$ cat src/rtl/paraport_pkg.sv
package paraport_pkg;
  localparam int PORT_W = 8;
  localparam int ADDR_W = 2;
  localparam int SEL_W = $clog2(PORT_W);

  localparam logic [ADDR_W-1:0] ADDR_A   = 2'd0;
  localparam logic [ADDR_W-1:0] ADDR_B   = 2'd1;
  localparam logic [ADDR_W-1:0] ADDR_C   = 2'd2;
  localparam logic [ADDR_W-1:0] ADDR_CTL = 2'd3;

  // configuration loaded at reset: all ports input, simple mode
  localparam logic [PORT_W-1:0] RESET_CFG = 8'h9B;

  // port C line roles in the strobed modes
  localparam int PIN_INTR_A = 3;
  localparam int PIN_STB_A  = 4;
  localparam int PIN_IBF_A  = 5;
  localparam int PIN_ACK_A  = 6;
  localparam int PIN_OBF_A  = 7;
  localparam int PIN_INTR_B = 0;
  localparam int PIN_FLAG_B = 1;
  localparam int PIN_HS_B   = 2;

  typedef enum logic [1:0] {
    GRP_SIMPLE  = 2'd0,
    GRP_STROBED = 2'd1,
    GRP_BIDIR   = 2'd2
  } grpMode_e;

  typedef struct packed {
    grpMode_e modeA;
    logic     aDirIn;
    logic     cUpIn;
    logic     modeB;
    logic     bDirIn;
    logic     cLoIn;
  } portCfg_t;

  typedef struct packed {
    logic latchAOut;
    logic latchBOut;
    logic capA;
    logic capB;
    logic clrAll;
  } dpStrobe_t;

  typedef struct packed {
    logic ibfA;
    logic obfA;
    logic intrA;
    logic ibfB;
    logic obfB;
    logic intrB;
  } hsStatus_t;

  function automatic portCfg_t cfgFromWord(input logic [PORT_W-1:0] w);
    portCfg_t c;
    c.modeA  = w[6] ? GRP_BIDIR : (w[5] ? GRP_STROBED : GRP_SIMPLE);
    c.aDirIn = w[4];
    c.cUpIn  = w[3];
    c.modeB  = w[2];
    c.bDirIn = w[1];
    c.cLoIn  = w[0];
    return c;
  endfunction

  function automatic logic aInHs(input portCfg_t c);
    return (c.modeA == GRP_STROBED && c.aDirIn) || c.modeA == GRP_BIDIR;
  endfunction

  function automatic logic aOutHs(input portCfg_t c);
    return (c.modeA == GRP_STROBED && !c.aDirIn) || c.modeA == GRP_BIDIR;
  endfunction
endpackage

$ cat src/rtl/paraport_hs.sv
module paraport_hs (
  input  logic clk,
  input  logic rstN,
  input  logic clr,
  input  logic inEn,
  input  logic outEn,
  input  logic stbN,
  input  logic ackN,
  input  logic inteIn,
  input  logic inteOut,
  input  logic hostRd,
  input  logic hostWr,
  output logic ibf,
  output logic obf,
  output logic intr,
  output logic capture
);
  logic stbPrev, ackPrev, setIntr, inAccess, outAccess;

  assign capture   = inEn & ~stbN;
  assign inAccess  = hostRd & inEn;
  assign outAccess = hostWr & outEn;
  assign setIntr   = (inEn & ~stbPrev & stbN & ibf & inteIn) |
                     (outEn & ~ackPrev & ackN & ~obf & inteOut);

  always_ff @(posedge clk or negedge rstN) begin
    if (!rstN) begin
      stbPrev <= 1'b1;
      ackPrev <= 1'b1;
      ibf     <= 1'b0;
      obf     <= 1'b0;
      intr    <= 1'b0;
    end else begin
      stbPrev <= stbN;
      ackPrev <= ackN;
      if (clr) begin
        ibf  <= 1'b0;
        obf  <= 1'b0;
        intr <= 1'b0;
      end else begin
        if (capture) ibf <= 1'b1;
        else if (inAccess) ibf <= 1'b0;
        if (outAccess) obf <= 1'b1;
        else if (outEn && !ackN) obf <= 1'b0;
        if (setIntr) intr <= 1'b1;
        else if (inAccess || outAccess) intr <= 1'b0;
      end
    end
  end
endmodule

$ cat src/rtl/paraport_ctrl.sv
module paraport_ctrl
  import paraport_pkg::*;
(
  input  logic              clk,
  input  logic              rstN,
  input  logic              cs,
  input  logic              rd,
  input  logic              wr,
  input  logic [ADDR_W-1:0] addr,
  input  logic [PORT_W-1:0] wdata,
  input  logic [PORT_W-1:0] pcIn,
  output portCfg_t          cfg,
  output dpStrobe_t         stb,
  output hsStatus_t         status,
  output logic [PORT_W-1:0] pcLatch
);
  logic wrA, wrB, wrC, wrCtl, rdA, rdB, modeSet;
  logic aInEn, aOutEn, bInEn, bOutEn, capA, capB;

  assign wrA     = cs & wr & (addr == ADDR_A);
  assign wrB     = cs & wr & (addr == ADDR_B);
  assign wrC     = cs & wr & (addr == ADDR_C);
  assign wrCtl   = cs & wr & (addr == ADDR_CTL);
  assign rdA     = cs & rd & (addr == ADDR_A);
  assign rdB     = cs & rd & (addr == ADDR_B);
  assign modeSet = wrCtl & wdata[PORT_W-1];

  always_ff @(posedge clk or negedge rstN) begin
    if (!rstN) begin
      cfg     <= cfgFromWord(RESET_CFG);
      pcLatch <= '0;
    end else if (modeSet) begin
      cfg     <= cfgFromWord(wdata);
      pcLatch <= '0;
    end else if (wrCtl) begin
      pcLatch[wdata[SEL_W:1]] <= wdata[0];
    end else if (wrC) begin
      pcLatch <= wdata;
    end
  end

  assign aInEn  = aInHs(cfg);
  assign aOutEn = aOutHs(cfg);
  assign bInEn  = cfg.modeB & cfg.bDirIn;
  assign bOutEn = cfg.modeB & ~cfg.bDirIn;

  paraport_hs i_hsA (
    .clk(clk), .rstN(rstN), .clr(modeSet),
    .inEn(aInEn), .outEn(aOutEn),
    .stbN(pcIn[PIN_STB_A]), .ackN(pcIn[PIN_ACK_A]),
    .inteIn(pcLatch[PIN_STB_A]), .inteOut(pcLatch[PIN_ACK_A]),
    .hostRd(rdA), .hostWr(wrA),
    .ibf(status.ibfA), .obf(status.obfA), .intr(status.intrA),
    .capture(capA)
  );

  paraport_hs i_hsB (
    .clk(clk), .rstN(rstN), .clr(modeSet),
    .inEn(bInEn), .outEn(bOutEn),
    .stbN(pcIn[PIN_HS_B]), .ackN(pcIn[PIN_HS_B]),
    .inteIn(pcLatch[PIN_HS_B]), .inteOut(pcLatch[PIN_HS_B]),
    .hostRd(rdB), .hostWr(wrB),
    .ibf(status.ibfB), .obf(status.obfB), .intr(status.intrB),
    .capture(capB)
  );

  assign stb.latchAOut = wrA;
  assign stb.latchBOut = wrB;
  assign stb.capA      = capA;
  assign stb.capB      = capB;
  assign stb.clrAll    = modeSet;
endmodule

$ cat src/rtl/paraport_dp.sv
module paraport_dp
  import paraport_pkg::*;
(
  input  logic              clk,
  input  logic              rstN,
  input  portCfg_t          cfg,
  input  dpStrobe_t         stb,
  input  hsStatus_t         status,
  input  logic [PORT_W-1:0] pcLatch,
  input  logic [PORT_W-1:0] wdata,
  input  logic              rdEn,
  input  logic [ADDR_W-1:0] addr,
  input  logic [PORT_W-1:0] paIn,
  input  logic [PORT_W-1:0] pbIn,
  input  logic [PORT_W-1:0] pcIn,
  output logic [PORT_W-1:0] paOut,
  output logic [PORT_W-1:0] paOe,
  output logic [PORT_W-1:0] pbOut,
  output logic [PORT_W-1:0] pbOe,
  output logic [PORT_W-1:0] pcOut,
  output logic [PORT_W-1:0] pcOe,
  output logic [PORT_W-1:0] rdata
);
  localparam int NIB_W = PORT_W / 2;

  logic [PORT_W-1:0] aOutQ, bOutQ, aInQ, bInQ, aRd, bRd, cRd;

  always_ff @(posedge clk or negedge rstN) begin
    if (!rstN) begin
      aOutQ <= '0;
      bOutQ <= '0;
      aInQ  <= '0;
      bInQ  <= '0;
    end else if (stb.clrAll) begin
      aOutQ <= '0;
      bOutQ <= '0;
      aInQ  <= '0;
      bInQ  <= '0;
    end else begin
      if (stb.latchAOut) aOutQ <= wdata;
      if (stb.latchBOut) bOutQ <= wdata;
      if (stb.capA) aInQ <= paIn;
      if (stb.capB) bInQ <= pbIn;
    end
  end

  assign paOut = aOutQ;
  assign pbOut = bOutQ;
  assign paOe  = (cfg.modeA == GRP_BIDIR) ? {PORT_W{~pcIn[PIN_ACK_A]}}
                                          : {PORT_W{~cfg.aDirIn}};
  assign pbOe  = {PORT_W{~cfg.bDirIn}};

  always_comb begin
    pcOe  = {{NIB_W{~cfg.cUpIn}}, {NIB_W{~cfg.cLoIn}}};
    pcOut = pcLatch;
    if (cfg.modeA != GRP_SIMPLE) begin
      pcOe[PIN_INTR_A]  = 1'b1;
      pcOut[PIN_INTR_A] = status.intrA;
    end
    if (aInHs(cfg)) begin
      pcOe[PIN_STB_A]  = 1'b0;
      pcOe[PIN_IBF_A]  = 1'b1;
      pcOut[PIN_IBF_A] = status.ibfA;
    end
    if (aOutHs(cfg)) begin
      pcOe[PIN_ACK_A]  = 1'b0;
      pcOe[PIN_OBF_A]  = 1'b1;
      pcOut[PIN_OBF_A] = ~status.obfA;
    end
    if (cfg.modeB) begin
      pcOe[PIN_HS_B]    = 1'b0;
      pcOe[PIN_FLAG_B]  = 1'b1;
      pcOe[PIN_INTR_B]  = 1'b1;
      pcOut[PIN_FLAG_B] = cfg.bDirIn ? status.ibfB : ~status.obfB;
      pcOut[PIN_INTR_B] = status.intrB;
    end
  end

  assign aRd = (cfg.modeA == GRP_SIMPLE) ? (cfg.aDirIn ? paIn : aOutQ)
                                         : (aInHs(cfg) ? aInQ : aOutQ);
  assign bRd = !cfg.modeB ? (cfg.bDirIn ? pbIn : bOutQ)
                          : (cfg.bDirIn ? bInQ : bOutQ);
  assign cRd = (pcOe & pcOut) | (~pcOe & pcIn);

  always_comb begin
    rdata = '0;
    if (rdEn) begin
      unique case (addr)
        ADDR_A:  rdata = aRd;
        ADDR_B:  rdata = bRd;
        ADDR_C:  rdata = cRd;
        default: rdata = '0;
      endcase
    end
  end
endmodule

$ cat src/rtl/paraport.sv
module paraport
  import paraport_pkg::*;
(
  input  logic              clk,
  input  logic              rstN,
  input  logic              cs,
  input  logic              rd,
  input  logic              wr,
  input  logic [ADDR_W-1:0] addr,
  input  logic [PORT_W-1:0] wdata,
  output logic [PORT_W-1:0] rdata,
  input  logic [PORT_W-1:0] paIn,
  output logic [PORT_W-1:0] paOut,
  output logic [PORT_W-1:0] paOe,
  input  logic [PORT_W-1:0] pbIn,
  output logic [PORT_W-1:0] pbOut,
  output logic [PORT_W-1:0] pbOe,
  input  logic [PORT_W-1:0] pcIn,
  output logic [PORT_W-1:0] pcOut,
  output logic [PORT_W-1:0] pcOe
);
  portCfg_t          cfg;
  dpStrobe_t         stb;
  hsStatus_t         status;
  logic [PORT_W-1:0] pcLatch;

  paraport_ctrl i_ctrl (
    .clk(clk), .rstN(rstN), .cs(cs), .rd(rd), .wr(wr), .addr(addr),
    .wdata(wdata), .pcIn(pcIn), .cfg(cfg), .stb(stb), .status(status),
    .pcLatch(pcLatch)
  );

  paraport_dp i_dp (
    .clk(clk), .rstN(rstN), .cfg(cfg), .stb(stb), .status(status),
    .pcLatch(pcLatch), .wdata(wdata), .rdEn(cs & rd), .addr(addr),
    .paIn(paIn), .pbIn(pbIn), .pcIn(pcIn),
    .paOut(paOut), .paOe(paOe), .pbOut(pbOut), .pbOe(pbOe),
    .pcOut(pcOut), .pcOe(pcOe), .rdata(rdata)
  );
endmodule

$ cat config.mk
export PLATFORM = sky130hd
export DESIGN_NAME = paraport
export DESIGN_NICKNAME = d
export VERILOG_FILES = /design/src/rtl/paraport_pkg.sv /design/src/rtl/paraport_hs.sv /design/src/rtl/paraport_ctrl.sv /design/src/rtl/paraport_dp.sv /design/src/rtl/paraport.sv
export SDC_FILE = /design/constraint.sdc
export NUM_CORES = 1
export LEC_CHECK = 0
export ABC_AREA = 1
export BUFFER_PORTS_ARGS = -buffer_cell sky130_fd_sc_hd__buf_2
export CORE_UTILIZATION = 40
export CTS_BUF_LIST = sky130_fd_sc_hd__clkbuf_4
export DETAILED_ROUTE_END_ITERATION = 8
export GPL_TIMING_DRIVEN = 0
export PLACE_DENSITY = 0.71
export SLEW_MARGIN = 10
export SYNTH_ARGS = -nofsm -noshare
export SYNTH_HDL_FRONTEND = slang
export SYNTH_SLANG_ARGS = --single-unit
export TNS_END_PERCENT = 50
$ cat constraint.sdc
create_clock -name clk -period 4.01 [get_ports clk]
set_clock_uncertainty 0.05 [all_clocks]
set_input_delay 1.0025 -clock clk [delete_from_list [all_inputs] [get_ports clk]]
set_output_delay 1.0025 -clock clk [all_outputs]
set_load 0.01 [all_outputs]
==> flow_metrics.tcl, run 1 <==
set metrics [dict create \
    area_delta_synth_final_pct 18.9 \
    max_cap_violations 0 \
    crit_arrival_ps 2460 \
    pwr-share-clk 0.126 \
    hold_class "reg -> reg" \
    min_period_over_period 0.875 \
    start_util 0.418 \
    die_area_um2 9050 \
    finalHoldViolCount 0 \
    crit_top_cell "nor2_1" \
    max-clock-path-buffers 2 \
    cts_tree "done" \
    n_antenna_cell 0 \
    min_period_ps 3510 \
    setup_violations 0 \
    cts_resized 0 \
    die_h_um 95.1 \
    synth_cell_types 29 \
    fin_util 0.497 \
    fmax_mhz 285 \
    mostFrequentLayoutCells "nand2_1, buf_2, inv_1" \
    drc 0 \
    placed_cells 697 \
    grt-ovfl-total 0 \
    dpl.hpwl_um 8200 \
    cellPowerDensity_nw_per_um2 475 \
    cp-end-kind "output port" \
    leakagePower_nw 2.24 \
    routed_via_density 5.35 \
    crit_chain "buf_2 -> nor2_1 -> nand2_1 -> a31oi_1 -> nor2_1 -> nor2_1 -> buf_2" \
    netlist_instances 498 \
    netlist_top_cells_area "dfrtp_1, nand2_1, nand3_1" \
    slew_headroom 0.503 \
    vdd_ir_drop_max_mv 0.168 \
    power_frac_seq 0.424 \
    cp_num_buf_inv 2 \
    avgSynthCellArea_um2 6.97 \
    finalSetupTns_ps 0 \
    critical-path-top-delay-family "simple AND/OR/NAND/NOR gates" \
    routedWlPerCell_um 14.7 \
    ys_ff_latch 56 \
    port_buffers 94 \
    slowest_delay_ps 560 \
    fin_nets 638 \
    hold-worst-slack_ps 480 \
    initialDrtViolationCount 316 \
    met1_usage 0.340 \
    path_class "in -> out" \
    cts.root.buffer_cell "clkbuf_4" \
    synth_nets 537 \
    drt_wl_total_um 10400 \
    final_common_cell "nand2_1" \
    combPwrFrac 0.450 \
    status "finished, final reports clean" \
    num_rows 33 \
    fin_cells 704 \
    cp_num_cells 7 \
    dr.pass1.iters 5 \
    grt_pass1_wl_um 16100 \
    tightest_slew_ps 738 \
    cts_buffers 5 \
    use_met3 0.0295 \
    gp_congestion 0.924 \
    rsz0062_at_grt "no" \
    antenna_found_initial 0 \
    cts_setup_buffers 0 \
    core-area_um2 8300 \
    clkLatencyLatePin_ps 380 \
    cts_num_sinks 56 \
    drv_slew 0 \
    clkTransAtPathRegs_ps 150 \
    drive_gt1_frac 0.242 \
    min_path_cells 2 \
    reg2reg_depth 5 \
    grt_max_degree 57 \
    track_usage 0.234 \
    h-tree-depth 2 \
    total_power_mw 1.96 \
    switching_power_mw 0.802 \
    n_fill_cell 882 \
    crit_slowest_cell "nor2_1" \
    use_met2 0.368 \
    grt_pass1_vias 3286 \
    ios 95 \
    syn_area_um2 3470 \
    synth_top_cell_area_share 0.353 \
    switching_share 0.410 \
    drtAntennaViolNets 0 \
    startpoint_type "input port" \
    vias 3766 \
    synth_top_cell_by_area "dfrtp_1" \
    grt_most_used_layer "met2" \
    holdBufCountCts 0 \
    critPathRequiredTime_ps 2960 \
    worst-path-max-fanout 9 \
    yosysSeqAreaShare 0.406 \
    die_w_um 95.1 \
    yosys_warnings 0 \
    p_int_mw 1.16 \
]
through the flow:
stage                     instance area, um^2  worst slack [ps]
after floorplan                          3470              1070
after global placement                   4070               532
after detailed placement                 4070               526
after CTS                                4120               524
after global routing                     4120               370
final                                    4120               501
kinds of logic after synthesis:
kind of cell | count (synthesis) | synth area share
AOI/OAI and AO/OA | 101 | 0.158
buffers and inverters | 107 | 0.142
DFF | 56 | 0.406
muxes | 1 | 0.00325
and+or+nand+nor | 233 | 0.291
metal layers:
metal | routed length, um | share of wire
met1 | 4430 | 0.43
met3 | 939 | 0.091
met5 | 0 | 0
met2 | 4840 | 0.47
met4 | 161 | 0.016
cell usage after synthesis:
library cell,n
nand2_1,130
inv_1,71
nand3_1,67
dfrtp_1,49
o21ai_0,42
a21oi_1,26
nor2_1,22
buf_4,18
buf_2,11
o21ai_1,11
o22ai_1,10
o211ai_1,8
dfstp_2,7
clkbuf_1,4
nand4_1,4
nand3b_1,2
nor2_2,2
nor3_1,2
o21a_1,2
a21boi_0,1
a31oi_1,1
and3_1,1
buf_6,1
clkinv_1,1
clkinv_2,1
mux2_2,1
nand2_2,1
nand3_4,1
nor2_4,1
power by group through the flow:
stage / Clock, mW / Sequential [mW] / Combinational (mW)
2_1_floorplan: 0 / 0.825 / 0.574
3_3_place_gp: 0 / 0.837 / 0.853
3_5_place_dp: 0 / 0.842 / 0.877
4_1_cts: 0.250 / 0.830 / 0.879
5_1_grt: 0.273 / 0.848 / 0.990
6_report: 0.247 / 0.830 / 0.880
worst min-delay path, cell delays in order (launching register included):
cell and delay (ps):
dfstp_2 430, nand2_1 60, o21ai_1 50
registers in the layout (all words and copies together), names as in the netlist, 7 cells and up:
signal          cells
i_dp.pbOut          8
i_dp.bInQ           8
i_dp.aInQ           8
i_dp.paOut          8
i_ctrl.cfg          7
i_ctrl.pcLatch      8
final cells by class:
cell class              instances  area (um^2)  share of cell area
plain buffers                  34          216              0.0525
clock buffers                   6         45.0              0.0109
clock inverters                 1         5.00             0.00121
inverters                      73          275              0.0667
multi-input cells             335         1570               0.380
flip-flops and latches         56         1410               0.342
well taps                     105          131              0.0319
repair buffers                 94          473               0.115
final timing paths:
path / start / endpoint / slack [ps]
worst min register to register: i_ctrl.cfg[3] / i_ctrl.cfg[3] / 480
min in group asynchronous: rstN / i_dp.bInQ[5] / 600
max in group asynchronous: rstN / i_ctrl.i_hsA.obf / 2840
worst max-delay path: addr[0] / rdata[1] / 500
worst min-delay path: i_ctrl.cfg[3] / i_ctrl.cfg[3] / 480
worst max register to register: i_ctrl.cfg[1] / i_dp.bInQ[6] / 2120
No activity file was read; power rests on OpenSTA's default activity.
==> run 2, diff against run 1 <==
==> constraint.sdc (replaced) <==
create_clock -name clk -period 4.01 [get_ports clk]
set_clock_uncertainty 0.05 [all_clocks]
set_input_delay 1.203 -clock clk [delete_from_list [all_inputs] [get_ports clk]]
set_output_delay 1.203 -clock clk [all_outputs]
set_load 0.01 [all_outputs]
==> flow_metrics.tcl, run 2 (same netlist as run 1, synthesis figures left out) <==
set metrics [dict create \
    drive_gt1_frac 0.244 \
    die_area_um2 9050 \
    n_antenna_cell 0 \
    post_dp_cell_area_um2 4070 \
    startpoint_type "input port" \
    cts_buffers 5 \
    finalHoldViolCount 0 \
    max_cap_violations 0 \
    die_h_um 95.1 \
    initialDrtViolationCount 351 \
    dr.pass1.iters 5 \
    grt_pass1_vias 3286 \
    cts_num_sinks 56 \
    grt_pass1_wl_um 16100 \
    area_delta_synth_final_pct 18.9 \
    final_common_cell "nand2_1" \
    fin_cells 704 \
    hold-worst-slack_ps 479 \
    n_fill_cell 883 \
    slew_headroom 0.502 \
    routed_via_density 5.30 \
    tightest_slew_ps 739 \
    vdd_ir_drop_max_mv 0.166 \
    total_power_mw 1.96 \
    grt_max_degree 57 \
    fin_nets 638 \
    critPathRequiredTime_ps 2760 \
    ios 95 \
    hold_class "reg -> reg" \
    reg2reg_slack_ps 2150 \
    fmax_mhz 258 \
    clkLatencyLatePin_ps 380 \
    cts_setup_buffers 0 \
    port_buffers 94 \
    crit_arrival_ps 2630 \
    holdBufCountCts 0 \
    status "finished, final reports clean" \
    dpl.hpwl_um 8200 \
    drv_slew 0 \
    cp-startpoint "addr[1]" \
    leakagePower_nw 2.24 \
    routedWlPerCell_um 14.8 \
    track_usage 0.234 \
    design_area_um2 4130 \
    max-clock-path-buffers 2 \
    drc 0 \
    cts_resized 0 \
    setup_violations 0 \
    r2r-start "i_ctrl.cfg[1]" \
    gp_congestion 0.924 \
    min_period_ps 3880 \
    cp-end-kind "output port" \
    mostFrequentLayoutCells "nand2_1, buf_2, inv_1" \
    cellPowerDensity_nw_per_um2 475 \
    hp-start "i_ctrl.cfg[3]" \
    h-tree-depth 2 \
    die_w_um 95.1 \
    placed_cells 697 \
    worst-path-max-fanout 8 \
    finalSetupTns_ps 0 \
    cts.root.buffer_cell "clkbuf_4" \
    grt-ovfl-total 0 \
    drtAntennaViolNets 0 \
    num_rows 33 \
    min_period_over_period 0.968 \
    core-area_um2 8300 \
    path_class "in -> out" \
    vias 3732 \
    antenna_found_initial 0 \
    drt_wl_total_um 10400 \
    cts_tree "done" \
    start_util 0.418 \
    rsz0062_at_grt "no" \
    clkTransAtPathRegs_ps 150 \
]
[run 2: metal layers]
| layer | track usage | vias up | wire length (um) |
|---|---|---|---|
| met1 | 0.340 | 1751 | 4630 |
| met5 | 0 | - | 0 |
| li1 | - | 1805 | - |
| met4 | 0.0530 | 0 | 157 |
| met2 | 0.368 | 164 | 4880 |
| met3 | 0.0295 | 12 | 742 |
[run 2: critical path: stages]
cell,delay [ps]
buf_2,150
inv_1,70
nor2_1,430
o21ai_0,210
inv_1,90
a21boi_0,100
a21oi_1,200
buf_2,170
[run 2: final cells by class]
class	count	area [um^2]	share of cell area
Multi-Input combinational cell	335	1570	0.381
Buffer	34	216	0.0525
Sequential cell	56	1410	0.342
Timing Repair Buffer	94	473	0.115
Inverter	73	275	0.0667
Tap cell	105	131	0.0318
Clock inverter	1	5.00	0.00121
Clock buffer	6	45.0	0.0109
[run 2: through the flow]
step | worst slack, ps | util
finish | 129 | 0.497
global route | 0.799 | 0.497
CTS | 123 | 0.497
detailed placement | 125 | 0.491
global placement | 131 | 0.491
floorplan | 668 | -
[run 2: worst paths after layout]
path,to,depth (start not counted)
setup / recovery,rdata[3],8
hold / removal,i_ctrl.cfg[3],2
setup reg to reg,i_dp.bInQ[6],5
hold reg to reg,i_ctrl.cfg[3],2
max in group asynchronous,i_ctrl.cfg[6],1
min in group asynchronous,i_dp.bInQ[5],1
[run 2: power breakdown]
part / leakage [nW] / switching [mW] / internal [mW]
sequential: 0.689 / 0.105 / 0.726
clock: 0.0315 / 0.175 / 0.0720
combinational: 1.52 / 0.523 / 0.358
total: 2.24 / 0.803 / 1.16
==> run 3, diff against run 2 <==
- CTS_CLUSTER_SIZE: unset -> 40
- SETUP_SLACK_MARGIN: unset -> 0.4
==> flow_metrics.tcl, run 3 (same netlist as run 1, synthesis figures left out) <==
set metrics [dict create \
    status "finished, final reports clean" \
    critical-path-top-delay-family "compound AO/OA/AOI/OAI gates" \
    power_frac_seq 0.423 \
    drv_slew 0 \
    drt_wl_total_um 10500 \
    finalHoldViolCount 0 \
    setup_violations 0 \
    area_delta_synth_final_pct 20.1 \
    grt_pass1_vias 3291 \
    startpoint_type "input port" \
    holdBufCountCts 0 \
    initialDrtViolationCount 314 \
    cp_num_buf_inv 3 \
    cts.root.buffer_cell "clkbuf_4" \
    min_path_cells 2 \
    cts_num_sinks 56 \
    crit_chain "clkbuf_4 -> inv_2 -> nand2_2 -> nor2_1 -> o21ai_0 -> a21boi_0 -> a21oi_1 -> buf_2" \
    hold-worst-slack_ps 478 \
    grt_max_degree 57 \
    finalSetupTns_ps 0 \
    fin_util 0.502 \
    clkLatencyLatePin_ps 390 \
    fin_nets 640 \
    switching_power_mw 0.808 \
    critPathRequiredTime_ps 2760 \
    start_util 0.418 \
    drtAntennaViolNets 0 \
    cts_buffers 5 \
    worst-path-max-fanout 5 \
    vdd_ir_drop_max_mv 0.171 \
    p_int_mw 1.16 \
    pwr-share-clk 0.125 \
    die_w_um 95.1 \
    crit_arrival_ps 2370 \
    die_h_um 95.1 \
    routed_via_density 5.30 \
    fin_cells 706 \
    min_period_ps 3620 \
    cp-end-kind "output port" \
    cellPowerDensity_nw_per_um2 472 \
    reg2reg_slack_ps 2130 \
    combPwrFrac 0.452 \
    regArea_um2 1410 \
    leakagePower_nw 2.25 \
    slowest_delay_ps 230 \
    vias 3741 \
    r2r-start "i_ctrl.cfg[1]" \
    min_to "i_ctrl.cfg[3]" \
    port_buffers 94 \
    placed_cells 697 \
    grt-ovfl-total 0 \
    crit_slowest_cell "a21oi_1" \
    drive_gt1_frac 0.255 \
    slew_headroom 0.524 \
    core-area_um2 8300 \
    path_class "in -> out" \
    gp_congestion 0.924 \
    crit-reg2reg-capture "i_dp.bInQ[6]" \
    num_rows 33 \
    cts_tree "done" \
    mostFrequentLayoutCells "nand2_1, buf_2, inv_1" \
    antenna_found_initial 0 \
    tightest_slew_ps 713 \
    dr.pass1.iters 5 \
    max_cap_violations 0 \
    multi_input_area_um2 1590 \
    final_common_cell "nand2_1" \
    drc 0 \
    hold_class "reg -> reg" \
    dpl.hpwl_um 8200 \
    hp-start "i_ctrl.cfg[3]" \
    ios 95 \
    routedWlPerCell_um 14.8 \
    max-clock-path-buffers 2 \
    switching_share 0.411 \
    fmax_mhz 276 \
    reg2reg_depth 5 \
    grt_pass1_wl_um 16200 \
    n_antenna_cell 0 \
    die_area_um2 9050 \
    min_period_over_period 0.903 \
    track_usage 0.234 \
    h-tree-depth 2 \
    rsz0062_at_grt "yes" \
    clkTransAtPathRegs_ps 140 \
    n_fill_cell 883 \
]
## run 3: power by group through the flow
stage	Clock (mW)	Sequential, mW	Combinational, mW
4_1_cts	0.250	0.830	0.881
3_3_place_gp	0	0.837	0.853
3_5_place_dp	0	0.842	0.877
6_report	0.246	0.832	0.888
5_1_grt	0.273	0.848	0.996
2_1_floorplan	0	0.825	0.574
## run 3: per-stage QoR
stage          power (mW)  area (um^2)  setup WS, ps
4_1_cts              1.96         4140           430
2_1_floorplan        1.40         3470           668
6_report             1.97         4170           391
3_5_place_dp         1.72         4070           125
5_1_grt              2.12         4170           362
3_3_place_gp         1.69         4070           131
## run 3: routing by layer
| metal | track usage | routed length (um) |
|---|---|---|
| met3 | 0.0295 | 854 |
| met1 | 0.340 | 4580 |
| met2 | 0.368 | 4870 |
| met4 | 0.0530 | 162 |
| met5 | 0 | 0 |
## run 3: cell type report
type,instances,share of cell area
Buffer,34,0.0520
Clock buffer,6,0.0108
Clock inverter,1,0.00120
Inverter,73,0.0661
Multi-Input combinational cell,335,0.382
Sequential cell,56,0.339
Tap cell,105,0.0315
Timing Repair Buffer,96,0.118
## run 3: what timing repair did
item | CTS | global route
pin swaps | 0 | 2
setup buffers | 0 | 2
gates resized for setup | 5 | 5
endpoints found under the setup margin | 8 | 15
## run 3: worst max-delay path by stage
stage,depth (start not counted),to,from
3_3_place_gp,7,rdata[1],addr[0]
5_1_grt,8,rdata[3],addr[1]
2_1_floorplan,2,paOe[1],pcIn[6]
4_1_cts,9,rdata[7],addr[1]
3_5_place_dp,7,rdata[1],addr[0]
6_report,8,rdata[3],addr[1]
## run 3: worst register-to-register path: cells and delay by family (launching register included)
kind / cells / cell delay [ps]
flip-flops: 1 / 590
buffers and inverters: 1 / 200
AND/OR/NAND/NOR: 3 / 810
AO/OA/AOI/OAI: 1 / 110
